--- src/rtl/pixel_dualhit_fe.sv ---
module pixel_dualhit_fe #(
  parameter int TSW  = 5,
  parameter int SYNC = 2
) (
  input  logic           clk,
  input  logic           rst_n,
  input  logic           detect,
  input  logic           disc_in,
  input  logic [TSW-1:0] ts_bus,
  input  logic           kill,
  input  logic           read_ack,
  output logic           hit_pending,
  output logic           hit_sel,
  output logic [TSW-1:0] ts_out
);

  logic [SYNC:0]  sh;
  logic           f1, f2;
  logic [TSW-1:0] ts1, ts2;

  wire rise = sh[SYNC-1] & ~sh[SYNC];
  wire cap  = rise & detect & ~kill;
  wire take = read_ack & hit_pending;

  always_ff @(posedge clk or negedge rst_n) begin
    if (!rst_n) begin
      sh  <= '0;
      f1  <= 1'b0;
      f2  <= 1'b0;
      ts1 <= '0;
      ts2 <= '0;
    end else begin
      sh <= {sh[SYNC-1:0], disc_in};
      if (detect) begin
        if (cap && !f1)      f1 <= 1'b1;
        else if (cap && !f2) f2 <= 1'b1;
        if (!f1) ts1 <= ts_bus;
        if (!f2) ts2 <= ts_bus;
      end else if (take) begin
        if (f1) f1 <= 1'b0;
        else    f2 <= 1'b0;
      end
    end
  end

  assign hit_pending = ~detect & ~kill & (f1 | f2);
  assign hit_sel     = ~f1;
  assign ts_out      = f1 ? ts1 : ts2;

endmodule


--- config.mk ---
export PLATFORM = sky130hd
export DESIGN_NAME = pixel_dualhit_fe
export DESIGN_NICKNAME = d
export VERILOG_FILES = /design/src/rtl/pixel_dualhit_fe.sv
export SDC_FILE = /design/constraint.sdc
export NUM_CORES = 1
export LEC_CHECK = 0
export CORE_MARGIN = 3
export CORE_UTILIZATION = 46
export CTS_BUF_LIST = sky130_fd_sc_hd__clkbuf_8
export DETAILED_ROUTE_END_ITERATION = 16
export GPL_TIMING_DRIVEN = 0
export PLACE_DENSITY = 0.77
export SLEW_MARGIN = 20
export SYNTH_ARGS = -nofsm -noshare
export SYNTH_HDL_FRONTEND = slang
export SYNTH_SLANG_ARGS = --single-unit
--- constraint.sdc ---
create_clock -name clk -period 2.23 [get_ports clk]
set_input_delay 0.3345 -clock clk [delete_from_list [all_inputs] [get_ports clk]]
set_output_delay 0.3345 -clock clk [all_outputs]
set_load 0.05 [all_outputs]
==> flow_metrics.env <==
export IMPL_status="finished, final reports clean"
export IMPL_final_core_util_pct=67.4
export IMPL_drv_slew=0
export IMPL_die_area_sq_um=1930
export IMPL_area_growth_pct=34.5
export IMPL_worstSetupStartpointType="flip-flop"
export IMPL_fin_crit_ns=2.02
export IMPL_required_ns=1.90
export IMPL_grt_total_usage_pct=13.7
export IMPL_hold_slack_ns=0.355
export IMPL_grt_max_degree=16
export IMPL_firstDrtPassIters=2
export IMPL_ys_ff_latch=15
export IMPL_p_per_area_nw_per_um2=818
export IMPL_drtIter0Drc=3
export IMPL_yosysUniqueCellTypes=13
export IMPL_start_util_pct=50.1
export IMPL_grt_pass1_wl_um=1870
export IMPL_yosysSeqAreaShare_pct=56.8
export IMPL_clock_fmax_mhz=496
export IMPL_ys_top_cells_by_area="dfrtp_1 (57%), mux2_4 (23%), mux2_2 (8.5%), and2b_4 (3.0%), nor2_1 (1.7%)"
export IMPL_clock_latency_ns=0.24
export IMPL_tightest_slew_ns=0.665
export IMPL_cts_resized=5
export IMPL_routedWlPerCell_um=14.3
export IMPL_num_vias=410
export IMPL_grt_pass1_vias=404
export IMPL_endpoint_kind="primary output"
export IMPL_ir_worst_vdd_mv=0.635
export IMPL_htree_levels=1
export IMPL_synth_warnings=0
export IMPL_drive_gt1_share_pct=32.3
export IMPL_rsz0062_at_grt="no"
export IMPL_fin_skew_ns=0.000955
export IMPL_syn_area_sq_um=661
export IMPL_path_clk_slew_ns=0.06
export IMPL_avgSynthCellArea_sq_um=15.0
export IMPL_ant_nets=0
export IMPL_cts_buffer_depth=2
export IMPL_nets=77
export IMPL_hp_class="reg2reg"
export IMPL_ios=18
export IMPL_wl_um=1140
export IMPL_cts_buffers_inserted=3
export IMPL_setup_viol=0
export IMPL_drc=0
export IMPL_worstSetupPathType="reg2out"
export IMPL_via_per_inst=5.13
export IMPL_die_h_um=43.9
export IMPL_portBuffers=17
export IMPL_cp_data_arrival_time_ns=1.68
export IMPL_synthesis_nets=55
export IMPL_cap_violations=0
export IMPL_row_count=13
export IMPL_post_cts_setup_buffers=0
export IMPL_final_hold_viol_count=0
export IMPL_antenna_found_initial=0
export IMPL_core_area_sq_um=1320
export IMPL_synth_area_leader_cell="dfrtp_1"
export IMPL_power_total_mw=0.726
export IMPL_chipWidth_um=43.9
export IMPL_fin_ws_ns=0.213
export IMPL_synthCells=44
export IMPL_final_cells=80
export IMPL_clock_sinks=15
export IMPL_worstPathMaxFanout=10
export IMPL_place_congestion=0.621
export IMPL_p_leak_nw=0.417
export IMPL_root_buffer="clkbuf_8"
export IMPL_finalCritPeriodShare_pct=90.5
export IMPL_slew_headroom_pct=55.5
export IMPL_antenna_cells=0
export IMPL_cts_tree="built"
export IMPL_synth_top_cell_area_share_pct=56.8
export IMPL_dp_hpwl_um=834
export IMPL_overflow=0
export IMPL_dpl_cell_count=76
export IMPL_hold_buffers=0
export IMPL_pre_cts_ws_ns=-0.00157
where the power goes:
group | total (mW) | switching (mW) | leakage (nW) | internal [mW]
logic | 0.196 | 0.103 | 0.211 | 0.0928
clock network | 0.211 | 0.0890 | 0.0269 | 0.122
registers | 0.320 | 0.0170 | 0.179 | 0.303
total | 0.726 | 0.209 | 0.417 | 0.517
final timing paths:
kind / cells after the start / start / slack, ns / endpoint
worst min-delay path: 0 / sh[0]$_DFF_PN0_ / 0.35 / sh[1]$_DFF_PN0_
worst min register to register: 0 / sh[0]$_DFF_PN0_ / 0.35 / sh[1]$_DFF_PN0_
worst max-delay path: 3 / f1$_DFFE_PN0P_ / 0.21 / hit_sel
max in group asynchronous: 1 / rst_n / 1.31 / ts2[3]$_DFFE_PN0P_
min in group asynchronous: 1 / rst_n / 0.50 / ts2[2]$_DFFE_PN0P_
worst max register to register: 2 / f2$_DFFE_PN0P_ / 1.08 / ts2[0]$_DFFE_PN0P_
Yosys cell counts:
master,count
buf_2,1
mux2_4,10
inv_1,1
nor3_1,1
dfrtp_1,15
nand2b_1,1
nand4_1,1
nand2_1,1
nor2_1,3
a21oi_1,2
mux2_2,5
and2b_4,2
o31ai_1,1
worst max-delay path, stage by stage, from the launching register on:
cell	delay (ns)
dfrtp_1	0.39
buf_2	0.20
inv_1	0.07
clkdlybuf4s50_1	0.79
sequential cells by signal (all words and copies together), names as in the netlist:
register,count
sh,3
ts1,5
ts2,5
f1,1
f2,1
per-stage QoR:
step	cell area [sq um]	TNS (ns)
2_1_floorplan	661	0
3_3_place_gp	850	0
3_5_place_dp	850	-0.00157
4_1_cts	888	0
5_1_grt	888	0
6_report	888	0
cells in the final DEF (no fill, tap or decap):
master,synthesis,layout
nand2_1,1,1
clkbuf_8,0,3
buf_2,1,1
nor2_1,3,3
o31ai_1,1,1
and2b_4,2,2
mux2_4,10,10
mux2_2,5,5
inv_1,1,2
clkdlybuf4s50_1,0,12
nand4_1,1,1
dfrtp_1,15,15
dlygate4sd2_1,0,5
nor3_1,1,1
nand2b_1,1,1
a21oi_1,2,2
area by class of cell:
type / instances / area, sq um
Fill cell: 91 / 429
Timing Repair Buffer: 17 / 164
Buffer: 1 / 5.00
Clock inverter: 1 / 3.75
Inverter: 1 / 3.75
Sequential cell: 15 / 375
Multi-Input combinational cell: 27 / 277
Tap cell: 15 / 18.8
Clock buffer: 3 / 41.3
layer usage:
metal	track usage, %	share of wire, %	up-vias
li1	-	-	199
met1	19.8	49	195
met2	18.6	44	12
met3	3.73	3.8	4
met4	7.23	2.4	0
met5	0	0	-
cells by family after synthesis:
| logic type | share of synthesized area, % |
|---|---|
| multiplexers | 31.2 |
| flip-flops | 56.8 |
| AND/OR/NAND/NOR | 7.95 |
| AO/OA/AOI/OAI | 2.65 |
| buffers and inverters | 1.32 |
Note: power is estimated with default switching activity, not from simulation.
